===== config.mk =====
export PLATFORM = sky130hd
export DESIGN_NAME = sec_alarm_timer
export DESIGN_NICKNAME = d
export VERILOG_FILES = /design/src/rtl/sat_pkg.sv /design/src/rtl/sat_mode_fsm.sv /design/src/rtl/sat_counter_pair.sv /design/src/rtl/sat_match_slot.sv /design/src/rtl/sec_alarm_timer.sv
export SDC_FILE = /design/constraint.sdc
export NUM_CORES = 1
export LEC_CHECK = 0
export ABC_AREA = 1
export BUFFER_PORTS_ARGS = -buffer_cell sky130_fd_sc_hd__buf_2
export CAP_MARGIN = 10
export CELL_PAD_IN_SITES_DETAIL_PLACEMENT = 1
export CELL_PAD_IN_SITES_GLOBAL_PLACEMENT = 1
export CORE_MARGIN = 4
export CORE_UTILIZATION = 39
export CTS_CLUSTER_DIAMETER = 60
export DETAILED_ROUTE_END_ITERATION = 12
export PLACE_DENSITY_LB_ADDON = 0.05
export SYNTH_ARGS = -nofsm -noshare
export SYNTH_HDL_FRONTEND = slang
export SYNTH_SLANG_ARGS = --single-unit

===== constraint.sdc =====
create_clock -name clk -period 5.2 [get_ports clk]
set_input_delay 0.52 -clock clk [delete_from_list [all_inputs] [get_ports clk]]
set_output_delay 0.52 -clock clk [all_outputs]
set_load 0.02 [all_outputs]

===== src/rtl/sat_pkg.sv =====
package sat_pkg;

    localparam int unsigned REG_W  = 32;
    localparam int unsigned CTRL_W = 8;

    // byte offsets of the register bank
    localparam logic [7:0] OFS_UP    = 8'h00;
    localparam logic [7:0] OFS_DOWN  = 8'h04;
    localparam logic [7:0] OFS_CMP0  = 8'h08;
    localparam logic [7:0] OFS_CMP1  = 8'h0C;
    localparam logic [7:0] OFS_CTRL  = 8'h10;
    localparam logic [7:0] OFS_STAT  = 8'h14;
    localparam logic [7:0] OFS_KEY   = 8'h18;

    // control bit positions
    localparam int unsigned CB_IRQ0   = 0;
    localparam int unsigned CB_IRQ1   = 1;
    localparam int unsigned CB_SW0    = 2;
    localparam int unsigned CB_SW1    = 3;
    localparam int unsigned CB_SRST   = 4;
    localparam int unsigned CB_HALT   = 6;
    localparam int unsigned CB_FORCE  = 7;
    localparam logic [CTRL_W-1:0] CTRL_MASK = 8'hDF;

    // status bit positions
    localparam int unsigned SB_SW = 2;

    typedef enum logic [1:0] {
        ST_COUNT = 2'd0,
        ST_HOLD  = 2'd1,
        ST_CLEAR = 2'd2
    } mode_e;

endpackage


===== src/rtl/sat_mode_fsm.sv =====
module sat_mode_fsm
    import sat_pkg::*;
(
    input  logic clk,
    input  logic rst_n,
    input  logic srst_req,
    input  logic halt_req,
    output logic run_en,
    output logic hold_en,
    output logic clear_en
);

    mode_e state_q, state_d;

    always_comb begin
        state_d = state_q;
        unique case (state_q)
            ST_COUNT: begin
                if (srst_req)      state_d = ST_CLEAR;
                else if (halt_req) state_d = ST_HOLD;
            end
            ST_HOLD: begin
                if (srst_req)       state_d = ST_CLEAR;
                else if (!halt_req) state_d = ST_COUNT;
            end
            ST_CLEAR: begin
                if (!srst_req) state_d = halt_req ? ST_HOLD : ST_COUNT;
            end
            default: state_d = ST_COUNT;
        endcase
    end

    always_ff @(posedge clk or negedge rst_n) begin
        if (!rst_n) state_q <= ST_COUNT;
        else        state_q <= state_d;
    end

    always_comb begin
        run_en   = 1'b0;
        hold_en  = 1'b0;
        clear_en = 1'b0;
        unique case (state_q)
            ST_COUNT: run_en   = 1'b1;
            ST_HOLD:  hold_en  = 1'b1;
            ST_CLEAR: clear_en = 1'b1;
            default:  run_en   = 1'b1;
        endcase
    end

    // a software-reset request always lands in the clear mode
    p_clear_wins_r4: assert property (@(posedge clk) disable iff (!rst_n)
        srst_req |=> clear_en);

endmodule


===== src/rtl/sat_counter_pair.sv =====
module sat_counter_pair #(
    parameter int unsigned W = 32
) (
    input  logic         clk,
    input  logic         rst_n,
    input  logic         run_en,
    input  logic         hold_en,
    input  logic         clear_en,
    input  logic         tick,
    input  logic         wr_up,
    input  logic         wr_dn,
    input  logic [W-1:0] wdata,
    output logic [W-1:0] up_q,
    output logic [W-1:0] dn_q,
    output logic [W-1:0] up_d
);

    localparam logic [W-1:0] ALL_ONES = {W{1'b1}};
    localparam logic [W-1:0] ONE      = {{(W-1){1'b0}}, 1'b1};

    logic [W-1:0] dn_d;

    always_comb begin
        up_d = up_q;
        dn_d = dn_q;
        if (clear_en) begin
            up_d = '0;
            dn_d = ALL_ONES;
        end else if (hold_en) begin
            if (wr_up) up_d = wdata;
            if (wr_dn) dn_d = wdata;
        end else if (run_en && tick) begin
            up_d = up_q + ONE;
            dn_d = dn_q - ONE;
        end
    end

    always_ff @(posedge clk or negedge rst_n) begin
        if (!rst_n) begin
            up_q <= '0;
            dn_q <= ALL_ONES;
        end else begin
            up_q <= up_d;
            dn_q <= dn_d;
        end
    end

    // a tick in count mode steps both counters by one in opposite senses
    p_tick_step_r2: assert property (@(posedge clk) disable iff (!rst_n)
        (run_en && tick) |=> (up_q == $past(up_q) + ONE) && (dn_q == $past(dn_q) - ONE));

    // hold mode without a load keeps both counters
    p_hold_still_r3: assert property (@(posedge clk) disable iff (!rst_n)
        (hold_en && !wr_up && !wr_dn) |=> ($stable(up_q) && $stable(dn_q)));

    // clear mode pins the pair
    p_clear_pair_r4: assert property (@(posedge clk) disable iff (!rst_n)
        clear_en |=> (up_q == '0) && (dn_q == ALL_ONES));

endmodule


===== src/rtl/sat_match_slot.sv =====
module sat_match_slot #(
    parameter int unsigned W = 32
) (
    input  logic         clk,
    input  logic         rst_n,
    input  logic         wr_cmp,
    input  logic [W-1:0] wdata,
    input  logic         clr_req,
    input  logic [W-1:0] up_d,
    input  logic [W-1:0] up_q,
    output logic [W-1:0] cmp_q,
    output logic         flag_d,
    output logic         flag_q
);

    logic [W-1:0] cmp_d;
    logic         hit;

    always_comb begin
        cmp_d  = wr_cmp ? wdata : cmp_q;
        hit    = (up_d == cmp_d);
        // a new match outranks a clear in the same cycle
        flag_d = hit | (flag_q & ~clr_req);
    end

    always_ff @(posedge clk or negedge rst_n) begin
        if (!rst_n) begin
            cmp_q  <= {W{1'b1}};
            flag_q <= 1'b0;
        end else begin
            cmp_q  <= cmp_d;
            flag_q <= flag_d;
        end
    end

    // whenever the count sits on the compare value the flag is up
    p_equal_latched_r5: assert property (@(posedge clk) disable iff (!rst_n)
        (up_q == cmp_q) |-> flag_q);

    // a clear cannot drop the flag while the match persists
    p_set_beats_clear_r6: assert property (@(posedge clk) disable iff (!rst_n)
        (flag_q && clr_req && (up_d == cmp_d)) |=> flag_q);

endmodule


===== src/rtl/sec_alarm_timer.sv =====
module sec_alarm_timer
    import sat_pkg::*;
#(
    parameter int unsigned ADDR_W = 8,
    parameter int unsigned DATA_W = REG_W
) (
    input  logic              clk,
    input  logic              por_n,
    input  logic              rst_n,
    input  logic              tick,
    input  logic [ADDR_W-1:0] bus_addr,
    input  logic              bus_we,
    input  logic [DATA_W-1:0] bus_wdata,
    output logic [DATA_W-1:0] bus_rdata,
    output logic              alarm_irq,
    output logic              onsw_out
);

    localparam int unsigned NUM_CMP = 2;
    localparam int unsigned STAT_W  = NUM_CMP + 1;

    localparam logic [ADDR_W-1:0] A_UP   = ADDR_W'(OFS_UP);
    localparam logic [ADDR_W-1:0] A_DOWN = ADDR_W'(OFS_DOWN);
    localparam logic [ADDR_W-1:0] A_CMP0 = ADDR_W'(OFS_CMP0);
    localparam logic [ADDR_W-1:0] A_CMP1 = ADDR_W'(OFS_CMP1);
    localparam logic [ADDR_W-1:0] A_CTRL = ADDR_W'(OFS_CTRL);
    localparam logic [ADDR_W-1:0] A_STAT = ADDR_W'(OFS_STAT);
    localparam logic [ADDR_W-1:0] A_KEY  = ADDR_W'(OFS_KEY);

    logic [CTRL_W-1:0] ctrl_q, ctrl_d;
    logic              sw_flag_q, sw_flag_d;
    logic [DATA_W-1:0] key_q;

    logic run_en, hold_en, clear_en;
    logic [DATA_W-1:0] up_q, dn_q, up_d;

    logic [DATA_W-1:0] cmp_q  [NUM_CMP];
    logic [NUM_CMP-1:0] flag_d, flag_q, cmp_wr;
    logic [NUM_CMP-1:0] irq_en_d, irq_en_q, sw_en_d, sw_en_q;

    logic wr_ctrl, wr_stat;

    assign wr_ctrl = bus_we && (bus_addr == A_CTRL);
    assign wr_stat = bus_we && (bus_addr == A_STAT);
    assign ctrl_d  = wr_ctrl ? (bus_wdata[CTRL_W-1:0] & CTRL_MASK) : ctrl_q;

    always_ff @(posedge clk or negedge rst_n) begin
        if (!rst_n) ctrl_q <= '0;
        else        ctrl_q <= ctrl_d;
    end

    // mode machine follows the control register on the same edge
    sat_mode_fsm u_mode (
        .clk      (clk),
        .rst_n    (rst_n),
        .srst_req (ctrl_d[CB_SRST]),
        .halt_req (ctrl_d[CB_HALT]),
        .run_en   (run_en),
        .hold_en  (hold_en),
        .clear_en (clear_en)
    );

    sat_counter_pair #(.W(DATA_W)) u_pair (
        .clk      (clk),
        .rst_n    (rst_n),
        .run_en   (run_en),
        .hold_en  (hold_en),
        .clear_en (clear_en),
        .tick     (tick),
        .wr_up    (bus_we && (bus_addr == A_UP)),
        .wr_dn    (bus_we && (bus_addr == A_DOWN)),
        .wdata    (bus_wdata),
        .up_q     (up_q),
        .dn_q     (dn_q),
        .up_d     (up_d)
    );

    assign cmp_wr[0]   = bus_we && (bus_addr == A_CMP0);
    assign cmp_wr[1]   = bus_we && (bus_addr == A_CMP1);
    assign irq_en_d[0] = ctrl_d[CB_IRQ0];
    assign irq_en_d[1] = ctrl_d[CB_IRQ1];
    assign irq_en_q[0] = ctrl_q[CB_IRQ0];
    assign irq_en_q[1] = ctrl_q[CB_IRQ1];
    assign sw_en_d[0]  = ctrl_d[CB_SW0];
    assign sw_en_d[1]  = ctrl_d[CB_SW1];
    assign sw_en_q[0]  = ctrl_q[CB_SW0];
    assign sw_en_q[1]  = ctrl_q[CB_SW1];

    for (genvar gi = 0; gi < NUM_CMP; gi++) begin : g_slot
        sat_match_slot #(.W(DATA_W)) u_slot (
            .clk     (clk),
            .rst_n   (rst_n),
            .wr_cmp  (cmp_wr[gi]),
            .wdata   (bus_wdata),
            .clr_req (wr_stat && bus_wdata[gi]),
            .up_d    (up_d),
            .up_q    (up_q),
            .cmp_q   (cmp_q[gi]),
            .flag_d  (flag_d[gi]),
            .flag_q  (flag_q[gi])
        );
    end

    // switch-status flag: set whenever a match is driving the switch
    assign sw_flag_d = (|(flag_d & sw_en_d)) | (sw_flag_q & ~(wr_stat && bus_wdata[SB_SW]));

    always_ff @(posedge clk or negedge rst_n) begin
        if (!rst_n) sw_flag_q <= 1'b0;
        else        sw_flag_q <= sw_flag_d;
    end

    // key lives in the power-on domain only
    always_ff @(posedge clk or negedge por_n) begin
        if (!por_n)                          key_q <= '0;
        else if (bus_we && bus_addr == A_KEY) key_q <= bus_wdata;
    end

    assign alarm_irq = |(flag_q & irq_en_q);
    assign onsw_out  = ctrl_q[CB_FORCE] | (|(flag_q & sw_en_q));

    always_comb begin
        bus_rdata = '0;
        case (bus_addr)
            A_UP:    bus_rdata = up_q;
            A_DOWN:  bus_rdata = dn_q;
            A_CMP0:  bus_rdata = cmp_q[0];
            A_CMP1:  bus_rdata = cmp_q[1];
            A_CTRL:  bus_rdata = DATA_W'(ctrl_q);
            A_STAT:  bus_rdata = DATA_W'({sw_flag_q, flag_q});
            A_KEY:   bus_rdata = key_q;
            default: bus_rdata = '0;
        endcase
    end

    // the interrupt never rises without an enable bit
    p_irq_gate_r7: assert property (@(posedge clk) disable iff (!rst_n)
        alarm_irq |-> (ctrl_q[CB_IRQ0] | ctrl_q[CB_IRQ1]));

    // the force bit always wins on the switch output
    p_force_high_r8: assert property (@(posedge clk) disable iff (!rst_n)
        ctrl_q[CB_FORCE] |-> onsw_out);

    // a match driving the switch leaves the switch-status flag set
    p_sw_latch_r8: assert property (@(posedge clk) disable iff (!rst_n)
        (onsw_out && !ctrl_q[CB_FORCE]) |-> sw_flag_q);

    // reserved control bits stay zero on readback
    p_ctrl_rsvd_r10: assert property (@(posedge clk) disable iff (!rst_n)
        (bus_addr == A_CTRL) |-> (bus_rdata[DATA_W-1:CTRL_W] == '0 && bus_rdata[5] == 1'b0));

endmodule


==> results of run 1 <==
## Yosys cell counts (13+ instances only)
| library cell | instances |
|---|---|
| sky130_fd_sc_hd__dfstp_2 | 96 |
| sky130_fd_sc_hd__clkbuf_1 | 44 |
| sky130_fd_sc_hd__o21ai_0 | 126 |
| sky130_fd_sc_hd__xor2_1 | 15 |
| sky130_fd_sc_hd__nor2_1 | 120 |
| sky130_fd_sc_hd__nand4_1 | 34 |
| sky130_fd_sc_hd__a21oi_1 | 60 |
| sky130_fd_sc_hd__nor3_1 | 13 |
| sky130_fd_sc_hd__a221oi_1 | 27 |
| sky130_fd_sc_hd__nand3_1 | 149 |
| sky130_fd_sc_hd__nand2_1 | 465 |
| sky130_fd_sc_hd__inv_1 | 246 |
| sky130_fd_sc_hd__o22ai_1 | 15 |
| sky130_fd_sc_hd__o21ai_1 | 30 |
| sky130_fd_sc_hd__a22oi_1 | 22 |
| sky130_fd_sc_hd__nor2_2 | 15 |
| sky130_fd_sc_hd__nand2_2 | 22 |
| sky130_fd_sc_hd__dfrtp_1 | 76 |
## state kept, by name, indices dropped and copies added (netlist names)
| register | flops |
|---|---|
| g_slot.u_slot.cmp_q | 64 |
| u_pair.up_q | 32 |
| u_pair.dn_q | 32 |
| ctrl_q | 7 |
| key_q | 32 |
| sw_flag_q | 1 |
| u_mode.state_q | 2 |
| g_slot.u_slot.flag_q | 2 |
## worst register-to-register path, stage by stage (launching register included)
cell and delay, ps:
sky130_fd_sc_hd__dfrtp_1 460, sky130_fd_sc_hd__inv_1 100, sky130_fd_sc_hd__ha_1 410, sky130_fd_sc_hd__inv_1 120, sky130_fd_sc_hd__nand2_1 160, sky130_fd_sc_hd__nor2_1 280
sky130_fd_sc_hd__nand2_1 170, sky130_fd_sc_hd__nor2_1 440, sky130_fd_sc_hd__nand4_1 160, sky130_fd_sc_hd__nand3_1 170, sky130_fd_sc_hd__nand2_1 130, sky130_fd_sc_hd__nand2_1 80
sky130_fd_sc_hd__nand2_1 80, sky130_fd_sc_hd__nor2_1 120, sky130_fd_sc_hd__nand2_1 80, sky130_fd_sc_hd__nor2_1 200, sky130_fd_sc_hd__nand3_1 150, sky130_fd_sc_hd__nand2_2 90
sky130_fd_sc_hd__nand2_1 70, sky130_fd_sc_hd__nand3_2 70
## power by group through the flow
stage | sequential (mW) | clock, mW | combinational (mW)
floorplan | 1.83 | 0 | 1.71
global placement | 1.91 | 0 | 2.37
detailed placement | 1.92 | 0 | 2.42
CTS | 1.90 | 1.38 | 2.45
global route | 1.94 | 1.43 | 2.78
finish | 1.91 | 1.34 | 2.48
## area by class of cell
| cell class | instances | area, µm² | area share, % |
|---|---|---|---|
| Clock inverter | 10 | 113.9 | 0.8730 |
| Sequential cell | 172 | 4424 | 33.92 |
| Multi-Input combinational cell | 1198 | 5982 | 45.87 |
| Clock buffer | 22 | 475.5 | 3.645 |
| Timing Repair Buffer | 102 | 591.8 | 4.538 |
| Inverter | 257 | 967.2 | 7.416 |
| Tap cell | 390 | 488.0 | 3.741 |
## per-stage QoR
step	util, %	cells	hold slack [ps]	total power, mW
2_1_floorplan	-	1695	224.4	3.537
3_5_place_dp	41.98	2118	473.8	4.346
6_report	44.01	2151	242.7	5.725
5_1_grt	44.01	2151	293.6	6.148
3_3_place_gp	41.98	2118	467.0	4.285
4_1_cts	44.01	2151	256.9	5.725
## cells by family (layout without fill, tap and decap cells)
family	count (synthesis)	in the layout	synth area share, %
and+or+nand+nor	853	853	32.17
adders and majority gates	7	7	0.7488
DFF	172	172	37.83
AOI/OAI and AO/OA	322	322	16.81
xor gates and xnor gates	16	16	1.198
buffers and inverters	325	391	11.25
## metal layers
layer	share of wire, %	GRT usage, %	up-vias
li1	-	-	5641
met4	1.6	6.665	0
met1	47	42.81	5911
met3	8.4	7.973	45
met5	0	0	-
met2	43	44.02	394
## repair_timing
action                    4_1_cts  5_1_grt
gates resized for setup         0        0
hold buffers                    1        0
hold endpoints to repair        4        0
## worst paths after layout
kind	from	endpoint	cells past startpoint
max	u_mode.state_q[0]	sw_flag_q	19
min	por_n	key_q[10]	1
max reg2reg	u_mode.state_q[0]	sw_flag_q	19
min reg2reg	key_q[7]	key_q[7]	2
max in group asynchronous	rst_n	u_pair.up_q[24]	3
min in group clk	bus_wdata[5]	u_pair.dn_q[5]	3
==> results.md, run 1 <==
- The worst-skew pair later-pin latency is 460 ps.
- Dividing the detail-routed wire length by the instance count gives 22.41 µm.
- At the pin with the least slew margin, the transition time is 1046 ps.
- Setup repair after global routing left no endpoint under its margin.
- The DRC violation count after routing is 0.
- The most area-hungry cell type in the Yosys netlist is sky130_fd_sc_hd__dfstp_2.
- At the worst endpoint, the required time is 5590 ps.
- The number of optimization iterations in the first detailed-route pass is 5.
- The sum of negative setup slack is 0 ps.
- In this run, distinct cell masters in the synthesized netlist total 54.
- Setup slack closes at 1598 ps.
- After detailed routing, the total wire length is 48.19 mm.
- Data arrives at the worst endpoint at 3990 ps.
- TritonCTS built the clock tree.
- The final critical-path required period is 3602 ps.
- On the worst path, the slowest cell contributes a delay of 460 ps.
- Entering global routing, the biggest net connects 71 pins.
- The number of placed I/O pins is 79.
- In this run the clock root is driven by a sky130_fd_sc_hd__clkbuf_16.
- Summing all non-filler instances in the final layout gives an area of 13,040 µm².
- The number of synthesized flops with an enable pin is 0.
- The placement-stage worst setup slack is 1652 ps.
- The share of the synthesized area in the top cell type is 21.57%.
- The floorplan step set the die width to 181.2 µm.
- The post-route netlist has 18.17% of its cells at a drive strength greater than 1.
- The path type of the worst min-delay path is in -> async.
- Routability-driven placement finished with a final weighted congestion of 0.8988.
- The reported leakage power is 6.434 nW.
- The final-report setup violation count is 0.
- After synthesis, the share of flip-flops with an asynchronous set or reset is 100.0%.
- The setup skew after layout is 11.82 ps.
- The region available for standard cell placement spans 29,640 µm².
- Fill cells in the final layout number 3,912.
- The kind of cell adding the most delay to the critical path is simple AND/OR/NAND/NOR gates.
- The top achievable clock speed is 277.6 MHz.
- The average instance in the mapped netlist occupies 6.900 µm².
- Across the run, the number of max-cap violations was 0.
- The count of input and output buffers is 78.
- Yosys printed 0 warnings.
- The library cells used most frequently in the layout, excluding fill and tap cells, are 463 x sky130_fd_sc_hd__nand2_1, 246 x sky130_fd_sc_hd__inv_1, 149 x sky130_fd_sc_hd__nand3_1, 125 x sky130_fd_sc_hd__o21ai_0, 118 x sky130_fd_sc_hd__nor2_1.
- The most numerous cell type found on the critical path is sky130_fd_sc_hd__nand2_1.
- When the netlist entered floorplanning its net count stood at 1,747.
- The number of instances in the synthesized netlist is 1,695.
- The clock network is responsible for 23.4% of the overall power.
- The critical path contains buffers and inverters numbering 2 combined.
- In this run the vertical extent of the chip is 181.2 µm.
- The initialized floorplan defines 63 standard-cell rows.
- The kind of capture point of the worst setup path is a flop.
- The number of hold violations in the final report was 0.
- The max-slew violation count came to 0.
- The internal power of the cells is 3.135 mW.
- The total overflow left after global routing is 0.
- The switching share of power is 45.24%.
- Of the total power, registers draw 33.3%.
- After clock tree synthesis, the setup repair step added 0 buffers.
- The largest voltage drop on the vdd net is 0.4205 mV.
- Global routing used 29.48% of the available tracks.
- The initial core utilization is 39.46%.
- STA classifies the critical path startpoint as a flop.
- The worst pin sits at a relative slew slack of 30.29%.
- The total number of H-tree levels is 4.
- The area growth from synthesis to layout is 11.51%.
- The share of the Yosys chip area taken by registers is 37.83%.
- The count of vias placed by the detailed router is 11,990.
- The placed instances occupy a cell area of 12,440 µm².
- The signal on the critical path passes through inv_1, ha_1, inv_1, nand2_1, nor2_1, nand2_1, nor2_1, nand4_1, nand3_1, nand2_1, nand2_1, nand2_1, nor2_1, nand2_1, nor2_1, nand3_1, nand2_2, nand2_1, nand3_2.
- The library cell used most frequently in the layout, excluding fill and tap cells, is sky130_fd_sc_hd__nand2_1.
- The clock-pin slew on the worst setup and hold paths is 70 ps.
- The detailed router finished its first iteration with 878 violations.
- The via-per-instance ratio is 5.575.
- The number of buffers inserted during clock tree synthesis is 17.
- The initial antenna violation count is 2.
- The share of the cycle needed by the critical path after routing is 69.28%.
- The number of global-route vias before repair came to 12,410.
- The cell type of the slowest stage on the worst timing path is sky130_fd_sc_hd__dfrtp_1.
- The detail route stage leaves a number of antenna-violating nets equal to 0.
- The number of antenna diodes is 0.
- Yosys attributes the largest share of cell area to sky130_fd_sc_hd__dfstp_2 22%, sky130_fd_sc_hd__dfrtp_1 16%, sky130_fd_sc_hd__nand2_1 15%.
- The maximum buffer depth of the clock tree is 2.
- The synthesized design contains 172 register bits.
- The minimum setup slack among reg-to-reg paths is 1600 ps.
- Summing every instance area after synthesis gives 11,700 µm².
- The power per standard cell area is 439.0 nW/µm².
- The die footprint is 32,820 µm².
- In this run the power spent charging and discharging nets is 2.590 mW.
- Of all nets on the critical path, the largest fanout is 5.
- The half-perimeter wire length of the detailed placement result is 35.36 mm.
- In the final design database the tool counted 1,800 nets.
- The part of the power in combinational logic is 43.2%.
- By startpoint and endpoint, the worst setup path is classified as reg -> reg.
- The first-pass GRT wire length is 74.63 mm.
- The run finished with clean final reports.
- In the synthesized netlist the dominant register cell turns out to be sky130_fd_sc_hd__dfstp_2.
- For this design, the sink count on the clock tree is 172.
(Power assumes the default switching activity.)
==> inputs of run 2 (changes only) <==
- clock period: 5.2 -> 3.3 ns (I/O delays scaled with it)
==> run 2 against run 1 <==
Via count rose by 2.1%. Global-route usage rose by 0.17 points. Critical path depth fell by 1. Clock skew fell by 2.4 ps. Register-to-register slack got worse by 1400 ps. Cell area rose by 2.5%. Cell count rose by 1.6%. Total power rose by 60%. Worst hold slack got worse by 180 ps. Critical endpoint unchanged. Highest routed layer unchanged.
==> results.md, run 2 (same netlist as run 1, synthesis figures left out) <==
- The flow ran to the end, and the final reports show no timing, DRC or antenna violations.
- The total number of H-tree levels is 4 (unchanged).
- The total setup buffers inserted after CTS is 0 (unchanged).
- The design area is 13,370 µm² (+2.5%).
- The depth of the worst register-to-register path is 18 (-1).
- The clock-pin slew on the worst setup and hold paths came to 70 ps (about the same).
- The number of buffers inserted during clock tree synthesis is 17 (unchanged).
- The layout filler cell count was 3,878 (-0.87%).
- The core region area is 29,640 µm² (unchanged).
- The DRC violation count after routing came to 0 (unchanged).
- Setup repair after global routing left no endpoint under its margin.
- The required time of the worst setup path is 3690 ps (-1900 ps).
- TritonCTS built the clock tree.
- CTS placed an instance of sky130_fd_sc_hd__clkbuf_16 at the clock tree root.
- The sum of overflow across all layers after global routing is 0 (unchanged).
- The setup skew after layout came to 9.385 ps (-2.436 ps).
- The startpoint type of the worst setup path is a flop.
- The power per standard cell area is 684.7 nW/µm² (+56%).
- The worst setup path is captured at a flop.
- The sum of negative setup slack came to 0 ps (unchanged).
- The library cells used most frequently in the layout, excluding fill and tap cells, are 463 x sky130_fd_sc_hd__nand2_1, 246 x sky130_fd_sc_hd__inv_1, 149 x sky130_fd_sc_hd__nand3_1, 125 x sky130_fd_sc_hd__o21ai_0, 114 x sky130_fd_sc_hd__nor2_1.
- The via-per-instance ratio is 5.600 (+0.46%).
- The number of global-route vias before repair is 12,590 (+1.4%).
- The headroom to the max-slew limit is 29.82% (-0.47 points).
- The initial antenna violation count is 1 (-1).
- The max-slew violation count is 0 (unchanged).
- The fraction of layout instances using a drive strength above 1 is 19.85% (+1.7 points).
- The number of DRC violations after detailed-routing iteration 0 came to 939 (+6.9%).
- The width of the die is 181.2 µm (unchanged).
- The peak fanout along the critical path is 12 (+7).
- In this run the critical register-to-register path is captured at sw_flag_q.
- The row count is 63 (unchanged).
- The number of nets still failing antenna checks after routing is 0 (unchanged).
- The register with the highest flop count is g_slot.u_slot.cmp_q.
- The worst-skew pair later-pin latency came to 450 ps (about the same).
- The final-report setup violation count is 0 (unchanged).
- The final routed wirelength across all metal layers is 48.82 mm (+1.3%).
- The final standard cell count with taps included and fillers excluded was 2,185 (+1.6%).
- The share of the cycle needed by the critical path after routing is 94.43% (+25 points).
- The largest voltage drop on the vdd net is 0.4229 mV (+0.58%).
- The number of flip-flops under the largest register name is 64 (unchanged).
- The minimum setup slack among reg-to-reg paths is 180 ps (-1410 ps).
- The source of the worst register-to-register timing path is u_mode.state_q[1].
- The largest net degree at the start of global routing was 74 (+4.2%).
- The actual transition at the worst max-transition pin is 1053 ps (+7.102 ps).
- The path type of the worst min-delay path is in -> async.
- The placer's final routability congestion estimate is 0.9165 (+2.0%).
- The number of violations of the max-capacitance limit is 0 (unchanged).
- The total cell area at the placement stage was 12,730 µm² (+2.3%).
- The average wire length per cell after detail routing is 22.34 µm (-0.29%).
- The number of hold violations in the final report is 0 (unchanged).
- The top achievable clock speed is 320.9 MHz (+16%).
- The total number of nets in the final design is 1,832 (+1.8%).
- The count of input and output buffers came to 78 (unchanged).
- The number of sinks driven by the clock tree is 172 (unchanged).
- The number of placed I/O pins came to 79 (unchanged).
- The number of optimization iterations in the first detailed-route pass was 7 (+2).
- The reported leakage power is 6.606 nW (+2.7%).
- The final critical-path required period is 3116 ps (-486.0 ps).
- The leading cell type in the layout, fill and taps excluded is sky130_fd_sc_hd__nand2_1.
- The half-perimeter wire length of the detailed placement result is 36.34 mm (+2.8%).
- The maximum buffer depth of the clock tree is 2 (unchanged).
- The post-synthesis to final-layout area growth is 14.28%.
- The most critical setup path has its endpoint at sw_flag_q.
- The die footprint is 32,820 µm² (unchanged).
- The total global-route track usage is 29.65% (+0.17 points).
- The vertical extent of the die is 181.2 µm (unchanged).
- The number of placed instances, taps included is 2,150 (+1.5%).
- The count of vias placed by the detailed router is 12,240 (+2.1%).
- The first-pass GRT wire length is 75.47 mm (+1.1%).
- The worst setup path startpoint is u_mode.state_q[1].
- The initial core utilization is 39.46% (unchanged).
- The critical path arrival came to 3510 ps (-480 ps).
- The critical path in this run is classified as reg -> reg.
==> run 2: cell types whose count changed in the layout (fill, tap and decap cells not counted), moves of 2 or more <==
cell	change
sky130_fd_sc_hd__nor2_1	-4
sky130_fd_sc_hd__clkinv_4	-2
sky130_fd_sc_hd__nor2_4	+3
sky130_fd_sc_hd__diode_2	+2
sky130_fd_sc_hd__buf_4	+28
sky130_fd_sc_hd__buf_12	+4
sky130_fd_sc_hd__clkbuf_8	+4
==> run 2: layout make-up <==
cell class | count | area (µm²) | share of cell area, %
clock inverters | 6 | 82.58 | 0.6178
well taps | 390 | 488.0 | 3.651
multi-input cells | 1198 | 6007 | 44.94
repair buffers | 134 | 882.1 | 6.599
clock buffers | 26 | 509.2 | 3.810
diodes | 2 | 5.005 | 0.03744
flip-flops and latches | 172 | 4425 | 33.11
inverters | 257 | 967.2 | 7.236
==> run 2: report_power, final <==
group	total [mW]	switching [mW]	internal (mW)
clock network	2.14	0.926	1.22
logic	4.02	2.80	1.22
registers	2.99	0.387	2.60
total	9.15	4.11	5.04
==> run 2: timing repair <==
item                                   in CTS  in global routing
gates resized for setup                     1                  7
setup endpoints to repair                   1                  3
endpoints found under the hold margin      29                  0
hold buffers                                1                  0
cloned                                      0                  0
==> run 2: worst min path at each step <==
stage,startpoint,to,depth (start not counted)
floorplan,rst_n,ctrl_q[0],0
global placement,rst_n,ctrl_q[0],1
detailed placement,rst_n,ctrl_q[0],1
CTS,por_n,key_q[9],1
global route,por_n,key_q[9],1
finish,por_n,key_q[9],1
==> run 2: metrics by stage <==
stage	power (mW)	util, %	hold WS [ps]	worst slack [ps]
floorplan	5.573	-	34.41	990.9
global placement	6.848	42.96	440.6	131.5
detailed placement	6.937	42.96	440.8	12.30
CTS	9.129	45.00	83.15	27.81
global route	9.790	45.08	116.9	6.635
finish	9.153	45.10	64.63	183.7
==> run 2: worst max-delay path: stages (launching register included) <==
cell	delay (ps)
sky130_fd_sc_hd__dfrtp_1	420
sky130_fd_sc_hd__inv_1	150
sky130_fd_sc_hd__ha_1	290
sky130_fd_sc_hd__nor2_1	200
sky130_fd_sc_hd__buf_4	240
sky130_fd_sc_hd__nand3_1	200
sky130_fd_sc_hd__nor2_4	200
sky130_fd_sc_hd__nand3_1	100
sky130_fd_sc_hd__nand3_1	160
sky130_fd_sc_hd__nand2_2	100
sky130_fd_sc_hd__nand2_1	80
sky130_fd_sc_hd__nand2_1	60
sky130_fd_sc_hd__nor2_1	130
sky130_fd_sc_hd__nand2_1	60
sky130_fd_sc_hd__nor2_1	240
sky130_fd_sc_hd__nand3_1	180
sky130_fd_sc_hd__nand2_2	110
sky130_fd_sc_hd__nand2_2	50
sky130_fd_sc_hd__nand3_2	70
==> run 2: routing by layer <==
layer / vias to the layer above / wire, µm / track usage [%] / share of wire, %
met5: - / 0 / 0 / 0
met4: 0 / 739 / 6.244 / 1.5
met3: 45 / 3549 / 6.342 / 7.3
met2: 346 / 21230 / 45.29 / 43
met1: 6145 / 23290 / 43.43 / 48
li1: 5701 / - / - / -
==> inputs of run 3 (changes only) <==
- BUFFER_PORTS_ARGS: -buffer_cell sky130_fd_sc_hd__buf_2 -> -buffer_cell sky130_fd_sc_hd__buf_4
==> run 3 against run 2 <==
Global-route usage grew 0.33 points. Clock skew grew 2.5 ps. Count of clock-buffer cells in the layout shrank 8. Non-clock buffer count shrank 2. Largest cell class unchanged. Highest routed layer unchanged.
==> results.md, run 3 (same netlist as run 1, synthesis figures left out) <==
- The flow ran to the end, and the final reports show no timing, DRC or antenna violations.
- Setup repair after global routing left no endpoint under its margin.
- The total number of nets in the final design is 1,830 (-0.11%).
- The post-synthesis to final-layout area growth is 15.97%.
- The setup skew after layout is 11.92 ps (+2.538 ps).
- The library cells used most frequently in the layout, excluding fill and tap cells, are 462 x sky130_fd_sc_hd__nand2_1, 246 x sky130_fd_sc_hd__inv_1, 149 x sky130_fd_sc_hd__nand3_1, 125 x sky130_fd_sc_hd__o21ai_0, 123 x sky130_fd_sc_hd__buf_4.
- The final worst-path setup slack is 242.8 ps (+59.16 ps).
- The final worst hold slack was 125.3 ps (+60.64 ps).
- The DRC violation count after routing is 0 (unchanged).
- The fraction of layout instances using a drive strength above 1 is 20.10% (+0.25 points).
- The actual transition at the worst max-transition pin came to 893.4 ps (-159.4 ps).
- The kind of capture point of the worst setup path is a flop.
- The number of optimization iterations in the first detailed-route pass is 5 (-2).
- The number of DRC violations after detailed-routing iteration 0 came to 1,052 (+12%).
- The peak fanout along the critical path was 12 (unchanged).
- The critical path arrival is 3460 ps (-50 ps).
- The total setup buffers inserted after CTS is 0 (unchanged).
- The initial antenna violation count came to 0 (-1).
- The placement-stage worst setup slack is -15.16 ps (-27.46 ps).
- The required time of the worst setup path is 3700 ps (about the same).
- The number of hold violations in the final report was 0 (unchanged).
- The area used by sequential logic in the layout is 4425 µm² (unchanged).
- The number of global-route vias before repair is 12,360 (-1.8%).
- The clock-pin slew on the worst setup and hold paths came to 80 ps (about the same).
- The vertical extent of the die came to 181.2 µm (unchanged).
- The largest net degree at the start of global routing is 54 (-27%).
- The power per standard cell area came to 677.4 nW/µm² (-1.1%).
- The count of vias placed by the detailed router is 12,280 (+0.37%).
- The wire length on met2 is 21.18 mm (-0.27%).
- The critical path in this run is classified as reg -> reg.
- The number of flip-flops under the largest register name is 64 (unchanged).
- The minimum setup slack among reg-to-reg paths came to 240 ps (+60 ps).
- The headroom to the max-slew limit is 40.38% (+11 points).
- The register with the highest flop count is g_slot.u_slot.cmp_q.
- TritonCTS built the clock tree.
- The row count is 63 (unchanged).
- The core region area is 29,640 µm² (unchanged).
- The length of routed met3 wiring is 3.474 mm (-2.1%).
- The area of combinational cells with multiple inputs was 6010 µm² (about the same).
- The number of placed I/O pins is 79 (unchanged).
- The routed metal-1 wirelength is 23.68 mm (+1.6%).
- The sum of overflow across all layers after global routing was 0 (unchanged).
- The via-per-instance ratio is 5.631 (+0.55%).
- The total number of H-tree levels is 4 (unchanged).
- The number of violations of the max-capacitance limit was 0 (unchanged).
- The number of nets still failing antenna checks after routing is 0 (unchanged).
- The top layer reached by signal wires is met4.
- The total global-route track usage was 29.98% (+0.33 points).
- The worst-skew pair later-pin latency came to 460 ps (about the same).
- The startpoint type of the worst setup path is a flop.
- In this run the clock root is driven by a sky130_fd_sc_hd__clkbuf_16.
- The final-report setup violation count is 0 (unchanged).
- The largest voltage drop on the vdd net is 0.4175 mV (-1.3%).
- The first-pass GRT wire length was 76.13 mm (+0.89%).
- The placer's final routability congestion estimate is 0.9053 (-1.2%).
- The count of input and output buffers is 78 (unchanged).
- The number of antenna diodes is 0 (-2).
- The final routed wirelength across all metal layers is 49.01 mm (+0.39%).
- The top achievable clock speed is 327.1 MHz (+1.9%).
- The reported leakage power is 6.619 nW (+0.20%).
- The max-slew violation count came to 0 (unchanged).
- The number of buffers inserted during clock tree synthesis came to 17 (unchanged).
- The layout filler cell count is 3,842 (-0.93%).
- The die footprint was 32,820 µm² (unchanged).
- The min-delay analysis places its worst path in the category in -> reg.
- The library cell used most frequently in the layout, excluding fill and tap cells, is sky130_fd_sc_hd__nand2_1.
- The share of the cycle needed by the critical path after routing is 92.64% (-1.8 points).
- The average wire length per cell after detail routing was 22.47 µm (+0.58%).
- The final critical-path required period came to 3057 ps (-59.16 ps).
- The width of the die came to 181.2 µm (unchanged).
- The maximum buffer depth of the clock tree came to 2 (unchanged).
- The number of sinks driven by the clock tree is 172 (unchanged).
- The half-perimeter wire length of the detailed placement result is 36.37 mm (+0.10%).
- The initial core utilization is 39.46% (unchanged).
[run 3: changes by cell type in the layout (fill, tap and decap cells not counted), sizes merged]
cell	delta
clkbuf	-8
inv	+4
buf	-3
clkinvlp	+3
diode	-2
clkinv	+1
dlygate4sd3	+1
[run 3: timing repair]
action,CTS,global route
endpoints found under the setup margin,1,3
gates cloned,0,0
hold endpoints to repair,41,0
gates resized for setup,2,8
hold buffers,2,0
[run 3: through the flow]
| stage | TNS, ps | std cells | power [mW] | utilization [%] | cell area (µm²) |
|---|---|---|---|---|---|
| floorplan | 0 | 1695 | 5.573 | - | 11700 |
| global placement | 0 | 2147 | 6.859 | 43.58 | 12920 |
| detailed placement | -15.16 | 2147 | 6.955 | 43.58 | 12920 |
| CTS | 0 | 2181 | 9.170 | 45.69 | 13540 |
| global route | 0 | 2181 | 9.846 | 45.77 | 13560 |
| finish | 0 | 2181 | 9.188 | 45.77 | 13560 |
[run 3: worst paths after layout]
kind                       cells past startpoint         startpoint              to
max in group asynchronous                      3              rst_n  u_pair.up_q[8]
min in group asynchronous                      2              por_n        key_q[6]
min reg2reg                                    2           key_q[3]        key_q[3]
min                                            3       bus_wdata[5]  u_pair.dn_q[5]
max reg2reg                                   18  u_mode.state_q[1]       sw_flag_q
max                                           18  u_mode.state_q[1]       sw_flag_q
[run 3: layout make-up]
cell class,instances,area share [%]
Multi-Input combinational cell,1198,44.30
Sequential cell,172,32.63
Timing Repair Buffer,132,7.924
Inverter,257,7.130
Tap cell,390,3.597
Clock buffer,18,3.238
Clock inverter,14,1.181
[run 3: power breakdown]
group | internal [mW] | switching, mW | leakage [nW]
logic | 1.24 | 2.81 | 4.32
clock network | 1.15 | 0.994 | 0.280
registers | 2.60 | 0.390 | 2.02
total | 5.00 | 4.19 | 6.62
[run 3: metal layers]
metal	vias up	track usage, %
met2	412	45.08
met5	-	0
li1	5703	-
met1	6110	45.40
met3	57	5.053
met4	0	6.334
[run 3: worst max-delay path, cell delays in order (launching register included)]
cell	delay (ps)
sky130_fd_sc_hd__dfrtp_1	420
sky130_fd_sc_hd__inv_1	170
sky130_fd_sc_hd__ha_1	310
sky130_fd_sc_hd__nor2_1	210
sky130_fd_sc_hd__buf_4	240
sky130_fd_sc_hd__nand3_1	170
sky130_fd_sc_hd__nor2_2	220
sky130_fd_sc_hd__nand3_1	100
sky130_fd_sc_hd__nand3_1	150
sky130_fd_sc_hd__nand2_2	80
sky130_fd_sc_hd__nand2_1	60
sky130_fd_sc_hd__nand2_1	50
sky130_fd_sc_hd__nor2_1	110
sky130_fd_sc_hd__nand2_1	70
sky130_fd_sc_hd__nor2_1	230
sky130_fd_sc_hd__nand3_1	160
sky130_fd_sc_hd__nand2_2	100
sky130_fd_sc_hd__nand2_2	50
sky130_fd_sc_hd__nand3_2	80
